**src/rtl/cfg_loader_pkg.sv**
```systemverilog
package cfg_loader_pkg;

    localparam int NREG = 9;

    typedef enum logic [1:0] {
        BUS_START = 2'd0,
        BUS_STOP  = 2'd1,
        BUS_TX    = 2'd2,
        BUS_RX    = 2'd3
    } bus_op_e;

    typedef enum logic [3:0] {
        S_IDLE, S_START, S_DEV_WR, S_WORD, S_RESTART,
        S_DEV_RD, S_READ, S_STOP, S_FINISH, S_HALT
    } load_state_e;

    typedef enum logic [3:0] {
        SEL_CMD     = 4'd0,
        SEL_SUBSYS  = 4'd1,
        SEL_LEGBASE = 4'd2,
        SEL_SYSCTL  = 4'd3,
        SEL_ROUTE   = 4'd4,
        SEL_MISC    = 4'd5,
        SEL_PMCAP   = 4'd6,
        SEL_CARDID  = 4'd7,
        SEL_SOCKEVT = 4'd8
    } reg_sel_e;

endpackage

```
**src/rtl/cfg_bus_engine.sv**
```systemverilog
// Symbol-level two-wire master: start, stop, byte out with ack sample,
// byte in with master ack. Each symbol is four quarters of QTR_CYCLES.
module cfg_bus_engine
    import cfg_loader_pkg::*;
#(
    parameter int QTR_CYCLES = 2
) (
    input  logic       clk,
    input  logic       rst_n,
    input  logic       cmd_valid,
    input  bus_op_e    cmd_op,
    input  logic [7:0] cmd_byte,
    input  logic       sda_in,
    output logic       op_done,
    output logic       ack_missing,
    output logic [7:0] rx_byte,
    output logic       scl_low,
    output logic       sda_low
);
    localparam int TW = (QTR_CYCLES > 1) ? $clog2(QTR_CYCLES) : 1;

    logic          active;
    bus_op_e       op_q;
    logic [7:0]    shreg;
    logic [3:0]    sym;
    logic [1:0]    qtr;
    logic [TW-1:0] tick;
    logic          nack_q;
    logic          scl_lvl, sda_lvl, last_sym, qtr_end;

    assign qtr_end  = (tick == TW'(QTR_CYCLES - 1));
    assign last_sym = (op_q == BUS_START || op_q == BUS_STOP) ? (sym == 4'd0) : (sym == 4'd8);

    // Line levels for the current quarter; data changes only while clock is low
    always_comb begin
        scl_lvl = (qtr == 2'd1) || (qtr == 2'd2);
        sda_lvl = 1'b1;
        unique case (op_q)
            BUS_START: sda_lvl = (qtr < 2'd2);
            BUS_STOP: begin
                scl_lvl = (qtr != 2'd0);
                sda_lvl = (qtr >= 2'd2);
            end
            BUS_TX:    sda_lvl = (sym == 4'd8) ? 1'b1 : shreg[3'd7 - sym[2:0]];
            BUS_RX:    sda_lvl = (sym == 4'd8) ? 1'b0 : 1'b1;
        endcase
    end

    always_ff @(posedge clk or negedge rst_n) begin
        if (!rst_n) begin
            active  <= 1'b0;
            op_q    <= BUS_START;
            shreg   <= '0;
            sym     <= '0;
            qtr     <= '0;
            tick    <= '0;
            nack_q  <= 1'b0;
            op_done <= 1'b0;
            scl_low <= 1'b0;
            sda_low <= 1'b0;
        end else begin
            op_done <= 1'b0;
            if (!active) begin
                if (cmd_valid) begin
                    active <= 1'b1;
                    op_q   <= cmd_op;
                    shreg  <= cmd_byte;
                    sym    <= '0;
                    qtr    <= '0;
                    tick   <= '0;
                    nack_q <= 1'b0;
                end
            end else begin
                scl_low <= !scl_lvl;
                sda_low <= !sda_lvl;
                if (qtr_end) begin
                    tick <= '0;
                    qtr  <= qtr + 2'd1;
                    if (qtr == 2'd2) begin
                        if (op_q == BUS_RX && sym != 4'd8) shreg <= {shreg[6:0], sda_in};
                        if (op_q == BUS_TX && sym == 4'd8) nack_q <= sda_in;
                    end
                    if (qtr == 2'd3) begin
                        if (last_sym) begin
                            active  <= 1'b0;
                            op_done <= 1'b1;
                        end else begin
                            sym <= sym + 4'd1;
                        end
                    end
                end else begin
                    tick <= tick + TW'(1);
                end
            end
        end
    end

    assign ack_missing = nack_q;
    assign rx_byte     = shreg;
endmodule

```
**src/rtl/cfg_byte_map.sv**
```systemverilog
// Offset lookup: which register, which lane, which bits, and bit relocations.
module cfg_byte_map
    import cfg_loader_pkg::*;
(
    input  logic [7:0]  offset,
    input  logic [7:0]  data_in,
    output logic        hit,
    output reg_sel_e    sel,
    output logic [31:0] wdata,
    output logic [31:0] wmask
);
    logic [1:0] lane;
    logic [7:0] bmask;
    logic       remap;

    always_comb begin
        hit   = 1'b1;
        sel   = SEL_CMD;
        lane  = 2'd0;
        bmask = 8'hFF;
        remap = 1'b0;
        if (offset == 8'h01) begin
            remap = 1'b1;
        end else if (offset >= 8'h02 && offset <= 8'h05) begin
            sel  = SEL_SUBSYS;
            lane = offset[1:0] - 2'd2;
        end else if (offset >= 8'h06 && offset <= 8'h09) begin
            sel   = SEL_LEGBASE;
            lane  = offset[1:0] - 2'd2;
            bmask = (offset == 8'h06) ? 8'hFE : 8'hFF;
        end else if (offset >= 8'h0A && offset <= 8'h0D) begin
            sel  = SEL_SYSCTL;
            lane = offset[1:0] - 2'd2;
        end else if (offset >= 8'h0E && offset <= 8'h11) begin
            sel   = SEL_ROUTE;
            lane  = offset[1:0] - 2'd2;
            bmask = (offset == 8'h11) ? 8'h0F : 8'hFF;
        end else if (offset >= 8'h12 && offset <= 8'h15) begin
            sel  = SEL_MISC;
            lane = offset[1:0] - 2'd2;
            unique case (lane)
                2'd0: bmask = 8'hC0;
                2'd1: bmask = 8'h80;
                2'd2: bmask = 8'h4F;
                2'd3: bmask = 8'h9F;
            endcase
        end else if (offset == 8'h16) begin
            sel   = SEL_PMCAP;
            lane  = 2'd1;
            bmask = 8'h80;
        end else if (offset == 8'h17) begin
            sel = SEL_CARDID;
        end else if (offset == 8'h18) begin
            sel   = SEL_SOCKEVT;
            lane  = 2'd3;
            bmask = 8'h08;
        end else begin
            hit = 1'b0;
        end
    end

    always_comb begin
        if (remap) begin
            wdata = {23'd0, data_in[7], 1'b0, data_in[6:0]};
            wmask = 32'h0000_0167;
        end else begin
            wdata = {4{data_in}};
            wmask = {24'd0, bmask} << {lane, 3'b000};
        end
    end
endmodule

```
**src/rtl/cfg_reg_image.sv**
```systemverilog
// Loaded register image with masked byte merge and a clear for aborts.
module cfg_reg_image
    import cfg_loader_pkg::*;
(
    input  logic             clk,
    input  logic             rst_n,
    input  logic             clear,
    input  logic             wr_en,
    input  reg_sel_e         wr_sel,
    input  logic [31:0]      wr_data,
    input  logic [31:0]      wr_mask,
    output logic [NREG*32-1:0] image
);
    for (genvar i = 0; i < NREG; i++) begin : g_reg
        logic [31:0] r;
        always_ff @(posedge clk or negedge rst_n) begin
            if (!rst_n) begin
                r <= '0;
            end else if (clear) begin
                r <= '0;
            end else if (wr_en && wr_sel == reg_sel_e'(i)) begin
                r <= (r & ~wr_mask) | (wr_data & wr_mask);
            end
        end
        assign image[32*i +: 32] = r;
    end
endmodule

```
**src/rtl/cfg_eeprom_loader.sv**
```systemverilog
module cfg_eeprom_loader
    import cfg_loader_pkg::*;
#(
    parameter int         QTR_CYCLES  = 2,
    parameter logic [6:0] DEV_ADDR    = 7'h50,
    parameter logic [7:0] LAST_OFFSET = 8'h18,
    parameter logic [7:0] FLAG_LOAD   = 8'h01
) (
    input  logic               clk,
    input  logic               rst_n,
    input  logic               bus_present,
    input  logic               sda_in,
    output logic               scl_low,
    output logic               sda_low,
    output logic               host_hold,
    output logic               load_done,
    output logic               load_error,
    output logic [NREG*32-1:0] cfg_image
);
    localparam logic [7:0] LAST_BASE = LAST_OFFSET & 8'hFC;

    load_state_e state, next;
    logic        issue;
    logic [7:0]  base;
    logic [1:0]  idx;
    logic        flag_ok;
    logic        fail;

    bus_op_e     cmd_op;
    logic [7:0]  cmd_byte;
    logic        op_done, ack_missing;
    logic [7:0]  rx_byte;
    logic [7:0]  offset;
    logic        map_hit, wr_en, clear, tx_state, bus_state;
    reg_sel_e    map_sel;
    logic [31:0] map_data, map_mask;

    assign tx_state  = (state == S_DEV_WR) || (state == S_WORD) || (state == S_DEV_RD);
    assign offset    = base + {6'd0, idx};

    // State register
    always_ff @(posedge clk or negedge rst_n) begin
        if (!rst_n) state <= S_IDLE;
        else        state <= next;
    end

    // Transitions
    always_comb begin
        next = state;
        unique case (state)
            S_IDLE:    next = bus_present ? S_START : S_FINISH;
            S_START:   if (op_done) next = S_DEV_WR;
            S_DEV_WR:  if (op_done) next = ack_missing ? S_STOP : S_WORD;
            S_WORD:    if (op_done) next = ack_missing ? S_STOP : S_RESTART;
            S_RESTART: if (op_done) next = S_DEV_RD;
            S_DEV_RD:  if (op_done) next = ack_missing ? S_STOP : S_READ;
            S_READ:    if (op_done && idx == 2'd3) next = S_STOP;
            S_STOP:    if (op_done) next = (fail || !flag_ok || base == LAST_BASE) ? S_FINISH : S_START;
            S_FINISH:  next = S_HALT;
            S_HALT:    next = S_HALT;
            default:   next = S_HALT;
        endcase
    end

    always_comb begin
        bus_state = 1'b1;
        unique case (next)
            S_IDLE, S_FINISH, S_HALT: bus_state = 1'b0;
            default:                  bus_state = 1'b1;
        endcase
    end

    // Registered outputs and burst bookkeeping
    always_ff @(posedge clk or negedge rst_n) begin
        if (!rst_n) begin
            issue   <= 1'b0;
            base    <= '0;
            idx     <= '0;
            flag_ok <= 1'b0;
            fail    <= 1'b0;
        end else begin
            issue <= bus_state && ((next != state) || op_done);
            if (tx_state && op_done && ack_missing) fail <= 1'b1;
            if (state == S_READ && op_done) begin
                idx <= idx + 2'd1;
                if (base == 8'd0 && idx == 2'd0) flag_ok <= (rx_byte == FLAG_LOAD);
            end
            if (state == S_STOP && next == S_START) base <= base + 8'd4;
        end
    end

    // Command for the current state
    always_comb begin
        cmd_op   = BUS_START;
        cmd_byte = 8'h00;
        unique case (state)
            S_DEV_WR: begin cmd_op = BUS_TX; cmd_byte = {DEV_ADDR, 1'b0}; end
            S_WORD:   begin cmd_op = BUS_TX; cmd_byte = base;             end
            S_DEV_RD: begin cmd_op = BUS_TX; cmd_byte = {DEV_ADDR, 1'b1}; end
            S_READ:   cmd_op = BUS_RX;
            S_STOP:   cmd_op = BUS_STOP;
            default:  cmd_op = BUS_START;
        endcase
    end

    assign wr_en = (state == S_READ) && op_done && map_hit && (offset != 8'd0) && flag_ok;
    assign clear = tx_state && op_done && ack_missing;

    assign host_hold  = (state != S_FINISH) && (state != S_HALT);
    assign load_done  = (state == S_FINISH);
    assign load_error = fail;

    cfg_bus_engine #(.QTR_CYCLES(QTR_CYCLES)) u_engine (
        .clk         (clk),
        .rst_n       (rst_n),
        .cmd_valid   (issue),
        .cmd_op      (cmd_op),
        .cmd_byte    (cmd_byte),
        .sda_in      (sda_in),
        .op_done     (op_done),
        .ack_missing (ack_missing),
        .rx_byte     (rx_byte),
        .scl_low     (scl_low),
        .sda_low     (sda_low)
    );

    cfg_byte_map u_map (
        .offset  (offset),
        .data_in (rx_byte),
        .hit     (map_hit),
        .sel     (map_sel),
        .wdata   (map_data),
        .wmask   (map_mask)
    );

    cfg_reg_image u_image (
        .clk     (clk),
        .rst_n   (rst_n),
        .clear   (clear),
        .wr_en   (wr_en),
        .wr_sel  (map_sel),
        .wr_data (map_data),
        .wr_mask (map_mask),
        .image   (cfg_image)
    );
endmodule

```
**config.mk**
```make
export PLATFORM = sky130hd
export DESIGN_NAME = cfg_eeprom_loader
export DESIGN_NICKNAME = d
export VERILOG_FILES = /design/src/rtl/cfg_loader_pkg.sv /design/src/rtl/cfg_bus_engine.sv /design/src/rtl/cfg_byte_map.sv /design/src/rtl/cfg_reg_image.sv /design/src/rtl/cfg_eeprom_loader.sv
export SDC_FILE = /design/constraint.sdc
export NUM_CORES = 1
export LEC_CHECK = 0
export ABC_CLOCK_PERIOD_IN_PS = 8000
export BUFFER_PORTS_ARGS = -buffer_cell sky130_fd_sc_hd__buf_2
export CORE_MARGIN = 8
export CORE_UTILIZATION = 46
export CTS_CLUSTER_SIZE = 30
export DETAILED_ROUTE_END_ITERATION = 10
export PLACE_DENSITY = 0.69
export REMOVE_ABC_BUFFERS = 1
export SLEW_MARGIN = 20
export SYNTH_ARGS = -nofsm -noshare
export SYNTH_HDL_FRONTEND = slang
export SYNTH_SLANG_ARGS = --single-unit
```
**constraint.sdc**
```tcl
create_clock -name clk -period 8 [get_ports clk]
set_clock_uncertainty 0.2 [all_clocks]
set_input_delay 1.2 -clock clk [delete_from_list [all_inputs] [get_ports clk]]
set_output_delay 1.2 -clock clk [all_outputs]
set_load 0.03 [all_outputs]
```
== Yosys cells after proc, flatten, opt, wreduce, memory -nomap -nowiden ==
Cells that the tools add are included.

* Input bits: 4
* Word-level logic and storage cells: 293
* Flip-flop bits (word level): 327
* Output and inout bits: 293

* Bitwise logic cells: 21
* Eq/ne operators: 48
* $add $sub $neg: 8
* Shift operators: 1
* Muxes and demuxes: 112
* $lt $le $gt $ge: 13
* Reduce and logical (&&, ||, !) cells: 65

{| class="wikitable"
|+ Operators by type and width
! cell !! count
|-
| 32-bit 2-to-1 mux || 20
|-
| 32-bit AND || 10
|-
| 32-bit bitwise OR || 9
|-
| 8-bit 2-to-1 mux || 15
|-
| 4-bit 2-to-1 mux || 23
|-
| 8-bit by 5-bit equality test with 1-bit output, second input constant || 5
|-
| 1-bit 2-to-1 mux || 34
|-
| 4-bit by 3-bit equality test with 1-bit output, second input constant || 8
|-
| 32-bit NOT || 1
|-
| 4-bit case mux with 8 select lines || 1
|-
| 8-bit case mux with 4 select lines || 1
|-
| 8-bit by 5-bit << shifter with 32-bit output || 1
|-
| 1-bit logical AND || 27
|-
| 2-bit 2-to-1 mux || 13
|-
| 8-bit case mux with 3 select lines || 1
|-
| 2-bit nonzero test || 11
|-
| 4-bit equality test, second input constant || 5
|-
| 4-bit by 2-bit equality test with 1-bit output, second input constant || 4
|-
| 8-bit by 1-bit equality test with 1-bit output, second input constant || 2
|-
| 8-bit by 4-bit greater-or-equal comparator with 1-bit output, second input constant || 2
|-
| 8-bit by 4-bit less-or-equal comparator with 1-bit output, second input constant || 2
|-
| 8-bit by 5-bit less-or-equal comparator with 1-bit output, second input constant || 2
|-
| 4-bit zero test || 4
|-
| 2-bit equality test, second input constant || 7
|-
| other kinds (33) || 60
|}

== Depth between registers and ports, before layout ==
* Word-level depth: 18
* Mapped depth: 14
* Depth with buffers taken out: 10

== Hierarchy ==
Synthesis repeated with hierarchy kept, for this count alone.

* Cell total of the unflattened synthesis: 1,714
* Area total of the unflattened synthesis: 17,576.9 um^2

{| class="wikitable"
|+ By module, submodules not included
! module !! cells each !! times used !! area an instance (um^2)
|-
| cfg_reg_image || 1,359 || 1 || 14,417.6
|-
| cfg_bus_engine || 119 || 1 || 1,298.7
|-
| cfg_eeprom_loader || 117 || 1 || 1,104.8
|-
| cfg_byte_map || 119 || 1 || 755.7
|}

== Worst setup path before layout ==
No wires, ideal clock.

* Path type: reg2reg
* From: register base[2]
* To: register u_image.g_reg[3].r[28]
* Cell stages (with the launch flop): 12
* Arrival: 3,095 ps
* Slack: 4,583 ps
* Clock period less this slack: 3,417 ps
* Buffers on the path: 1
* Cells stage by stage: dfrtp_1 inv_1 ha_1 and2_1 a211oi_1 a21oi_1 a21o_1 a311o_1 buf_6 nor3_4 nand2_2 a32o_1

* Longest elaborated chain between the ends: 18

{| class="wikitable"
|+ RTL lines
! what !! RTL line !! source
|-
| from (decl) || cfg_eeprom_loader.sv:24 || <nowiki>logic [7:0] base;</nowiki>
|-
| from (signal assigned) || cfg_eeprom_loader.sv:88 || <nowiki>if (state == S_STOP && next == S_START) base <= base + 8'd4;</nowiki>
|-
| 8-bit by 2-bit adder with 8-bit output (*) || cfg_eeprom_loader.sv:39 || <nowiki>assign offset = base + {6'd0, idx};</nowiki>
|-
| 8-bit by 5-bit equality test with 1-bit output || cfg_byte_map.sv:53 || <nowiki>end else if (offset == 8'h18) begin</nowiki>
|-
| 8-bit 2-to-1 mux or 2-bit 2-to-1 mux (tied branches) || cfg_byte_map.sv:53 ||
|-
| 8-bit 2-to-1 mux or 2-bit 2-to-1 mux (tied branches) || cfg_byte_map.sv:51 || <nowiki>end else if (offset == 8'h17) begin</nowiki>
|-
| 8-bit 2-to-1 mux or 2-bit 2-to-1 mux (tied branches) || cfg_byte_map.sv:47 || <nowiki>end else if (offset == 8'h16) begin</nowiki>
|-
| 8-bit 2-to-1 mux or 2-bit 2-to-1 mux (tied branches) || cfg_byte_map.sv:38 || <nowiki>end else if (offset >= 8'h12 && offset <= 8'h15) begin</nowiki>
|-
| 8-bit 2-to-1 mux or 2-bit 2-to-1 mux (tied branches) || cfg_byte_map.sv:34 || <nowiki>end else if (offset >= 8'h0E && offset <= 8'h11) begin</nowiki>
|-
| 8-bit 2-to-1 mux or 2-bit 2-to-1 mux (tied branches) || cfg_byte_map.sv:31 || <nowiki>end else if (offset >= 8'h0A && offset <= 8'h0D) begin</nowiki>
|-
| [... 2 more ...] || -- ||
|-
| 8-bit 2-to-1 mux or 2-bit 2-to-1 mux (tied branches) || cfg_byte_map.sv:22 || <nowiki>if (offset == 8'h01) begin</nowiki>
|-
| 8-bit by 5-bit << shifter with 32-bit output || cfg_byte_map.sv:68 || <nowiki>wmask = {24'd0, bmask} << {lane, 3'b000};</nowiki>
|-
| 32-bit 2-to-1 mux || cfg_byte_map.sv:63 || <nowiki>if (remap) begin</nowiki>
|-
| 32-bit NOT || cfg_reg_image.sv:22 || <nowiki>r <= (r & ~wr_mask) | (wr_data & wr_mask);</nowiki>
|-
| 32-bit AND || cfg_reg_image.sv:22 ||
|-
| 32-bit bitwise OR || cfg_reg_image.sv:22 ||
|-
| 32-bit 2-to-1 mux || cfg_reg_image.sv:21 || <nowiki>end else if (wr_en && wr_sel == reg_sel_e'(i)) begin</nowiki>
|-
| 32-bit 2-to-1 mux || cfg_reg_image.sv:19 || <nowiki>end else if (clear) begin</nowiki>
|-
| to (signal assigned) || cfg_reg_image.sv:22 ||
|-
| to (decl) || cfg_reg_image.sv:15 || <nowiki>logic [31:0] r;</nowiki>
|}

Every way passes the cells marked *; elsewhere a longest branch is shown, timed or not. The select of a mux whose other input is x is not followed.
A chain may end at the register's enable or synchronous reset.

== Worst setup path in the final report ==
* From: register idx[1]
* To: register u_image.g_reg[2].r[11]

* Longest elaborated chain between the ends: 18

{| class="wikitable"
|+ RTL lines
! what !! RTL line !! source
|-
| from (decl) || cfg_eeprom_loader.sv:25 || <nowiki>logic [1:0] idx;</nowiki>
|-
| from (signal assigned) || cfg_eeprom_loader.sv:85 || <nowiki>idx <= idx + 2'd1;</nowiki>
|-
| 8-bit by 2-bit adder with 8-bit output (*) || cfg_eeprom_loader.sv:39 ||
|-
| parallel branches: the longest is 17 deep, another holds 2-bit subtractor || -- ||
|-
| to (signal assigned) || cfg_reg_image.sv:22 ||
|-
| to (decl) || cfg_reg_image.sv:15 ||
|}

Every way passes the cells marked *. The select of a mux whose other input is x is not followed.

==> flow_summary.json <==
{
  "status": "complete, no violations",
  "cp_max_fo": 12,
  "syn_area_sq_um": 13800,
  "maxCapViolations": 0,
  "post_cts_buffers": 0,
  "areaGrowthSynthToFinish_pct": 21.1,
  "syn-mean-instance-area_sq_um": 11.1,
  "crit_end": "u_image.g_reg[2].r[11]",
  "die_area_sq_um": 35800,
  "die_y_um": 189,
  "vias": 10800,
  "yosys.area.top_type": "dfrtp_1",
  "combPwrFrac_pct": 6.8,
  "fin_util_pct": 56.4,
  "cts_tree": "built",
  "ios": 297,
  "wirelength_mm": 41.7,
  "ys_warn_count": 0,
  "ctsHoldBuffers": 0,
  "ctsHtreeMaxLevel": 2,
  "ant_nets": 0,
  "pwr-share-seq_pct": 49.0,
  "crit_start": "idx[1]",
  "grt_pass1_vias": 10900,
  "grt_antenna_before_repair": 1,
  "cp-end-kind": "flip-flop",
  "cts_buffer_depth": 3,
  "drive_gt1_share_pct": 24.8,
  "first_pass_iters": 7,
  "multi_input_area_sq_um": 5370,
  "synthTopCellsByArea": "dfrtp_1, mux2i_1, and2_1",
  "netlist_instances": 1242,
  "seqCellArea_sq_um": 8130,
  "hold_violations": 0,
  "hpwl_mm": 29.6,
  "postSynth.asyncResetShare_pct": 100,
  "start_kind": "flip-flop",
  "power.switching_uw": 870,
  "tightest_slew_ns": 0.992,
  "p_leak_nw": 8.90,
  "hold_slack_ns": 0.269,
  "drt_iter0_markers": 909,
  "crit_type": "flip-flop to flip-flop",
  "worstReg2RegEnd": "u_image.g_reg[2].r[11]",
  "row_count": 63,
  "hold_path_class": "flip-flop to flip-flop",
  "synth-main-ff-cell": "dfrtp_1",
  "rsz0062_at_grt": "false",
  "worstRegToRegCells": 10,
  "worst_ep_required_time_ns": 8.23,
  "fmax_mhz": 220,
  "gp_congestion": 0.938,
  "core_area_sq_um": 29600,
  "maxSlewHeadroom_pct": 33.6,
  "remaining_drc_errors": 0,
  "timing.rr.start": "idx[1]",
  "vias_per_cell": 5.58,
  "seq_area_frac_synth_pct": 58.9,
  "clk-insertion-delay-late_ns": 0.51,
  "clockPowerShare_pct": 44.2,
  "port_buffers": 296,
  "synth_top_area_share_pct": 58.9,
  "layout_min_cycle_time_ns": 4.54,
  "synth-seq-cells": 325,
  "slew_violations": 0,
  "synth_edf_count": 0,
  "grt_pass1_wl_mm": 65.6,
  "cts_resized": 0,
  "clock-sinks": 325,
  "die_w_um": 189,
  "fin_ws_ns": 3.46,
  "dpl_worst_slack_ns": 3.61,
  "clk_pin_slew_worst_paths_ns": 0.06,
  "power_density_nw_per_um2": 212,
  "root_buffer": "clkbuf_16",
  "switching_share_pct": 24.5,
  "yosysUniqueCellTypes": 75,
  "critPathArrivalTime_ns": 4.77,
  "routedWlPerCell_um": 21.6,
  "vdd_drop_max_mv": 0.116,
  "fin_nets": 1537,
  "insertedDiodeCount": 0,
  "fin_cells": 1931,
  "p_int_mw": 2.68,
  "fillCellCount": 2585,
  "cts_buffers": 35,
  "final.period_utilization_pct": 56.8,
  "grt_max_degree": 143,
  "dp_cells": 1871,
  "grtUsageTotal_pct": 23.0,
  "initial_core_util_pct": 46.6,
  "rrSetupSlack_ns": 3.46,
  "finalSetupViolCount": 0,
  "grt-ovfl-total": 0
}
==> worst min path at each step <==
stage                           startpoint                     end  slack, ns  depth (start not counted)
floorplan                            issue         u_engine.qtr[0]       0.26                          1
global placement                load_error              load_error       0.26                          2
detailed placement              load_error              load_error       0.27                          2
CTS                  u_image.g_reg[8].r[1]   u_image.g_reg[8].r[1]       0.28                          1
global route        u_image.g_reg[7].r[31]  u_image.g_reg[7].r[31]       0.29                          1
finish                          load_error              load_error       0.27                          2
==> power groups by stage <==
stage | clock network [mW] | logic (mW) | registers [mW]
2_1_floorplan | 0 | 0.130 | 1.76
3_3_place_gp | 0 | 0.239 | 1.77
3_5_place_dp | 0 | 0.242 | 1.77
4_1_cts | 1.61 | 0.243 | 1.74
5_1_grt | 1.67 | 0.269 | 1.75
6_report | 1.57 | 0.240 | 1.74
==> sequential cells by signal, indices dropped and copies added (netlist names) <==
register              cells
idx                       2
u_engine.op_done          1
u_image.g.r             288
u_engine.active           1
u_engine.ack_missing      1
u_engine.rx_byte          8
u_engine.sym              4
u_engine.sda_low          1
issue                     1
load_error                1
u_engine.scl_low          1
state                     4
base                      6
u_engine.qtr_end          1
u_engine.qtr              2
flag_ok                   1
u_engine.op_q             2
==> final cells by class <==
cell class,instances,share of cell area [%]
multi-input cells,836,32.1
inverters,18,0.404
flip-flops and latches,325,48.6
clock buffers,55,6.29
clock inverters,5,0.389
repair buffers,302,9.28
well taps,390,2.92
==> cell families (layout without fill, tap and decap cells) <==
| kind of cell | Yosys count | in the layout | share of synthesized area, % |
|---|---|---|---|
| adder cells (fa/ha/maj) | 15 | 15 | 1.36 |
| AND/OR/NAND/NOR | 489 | 489 | 18.3 |
| multiplexers | 86 | 86 | 6.44 |
| flip-flops | 325 | 325 | 58.9 |
| AO/OA/AOI/OAI | 235 | 235 | 11.9 |
| XOR/XNOR | 11 | 11 | 0.697 |
| buffers and inverters | 81 | 380 | 2.35 |
==> layout by cell type, fill, tap and decap left out, types with 17 or more instances in the layout <==
cell type  netlist  routed
dfrtp_1        325     325
o211ai_1        22      22
nand2_1        173     173
mux2i_1         81      81
nor2_1          58      58
o21ai_0         48      48
nand3_1         42      42
clkbuf_16        0      36
inv_1           18      18
and2_1         123     123
buf_2            8     295
a21oi_1         36      36
o22ai_1         18      18
a32o_1          17      17
==> through the flow <==
stage,TNS [ns],instance area [sq um],power (mW)
2_1_floorplan,-332.55,13600,1.89
3_3_place_gp,0,15600,2.01
3_5_place_dp,0,15600,2.01
4_1_cts,0,16700,3.59
5_1_grt,0,16700,3.69
6_report,0,16700,3.55
==> synth_stat cells (all sizes together), types with 5 or more instances <==
cell,number
xnor2,8
nand2b,5
o31ai,17
nand4,9
a21o,7
a32o,17
dfrtp,325
a21oi,36
nor3,21
o21a,5
a22oi,6
nand3,43
a22o,8
inv,18
and2,123
nor2,62
clkbuf,50
o211ai,22
o22ai,18
buf,13
or3,14
o21ai,54
o2bb2ai,12
nand2,176
mux2i,81
nor4,9
nor2b,11
ha,15
==> per-layer routing <==
layer	vias to the layer above	global-route usage, %	share of wire, %
li1	4922	-	-
met3	75	6.79	9.2
met1	5325	31.0	43
met2	450	35.4	45
met4	2	6.73	2.7
met5	-	0	0.031
==> critical path: stages, from the launching register on <==
cell and delay, ns:
dfrtp_1 0.54, inv_1 0.17, ha_1 0.36, nand2b_1 0.22, a211oi_1 0.68, o22a_1 0.23, nand4_1 0.15, a21oi_1 0.76
nand3_1 0.52, nor2_4 0.39, mux2i_1 0.23
No activity file was read; power rests on OpenSTA's default activity.
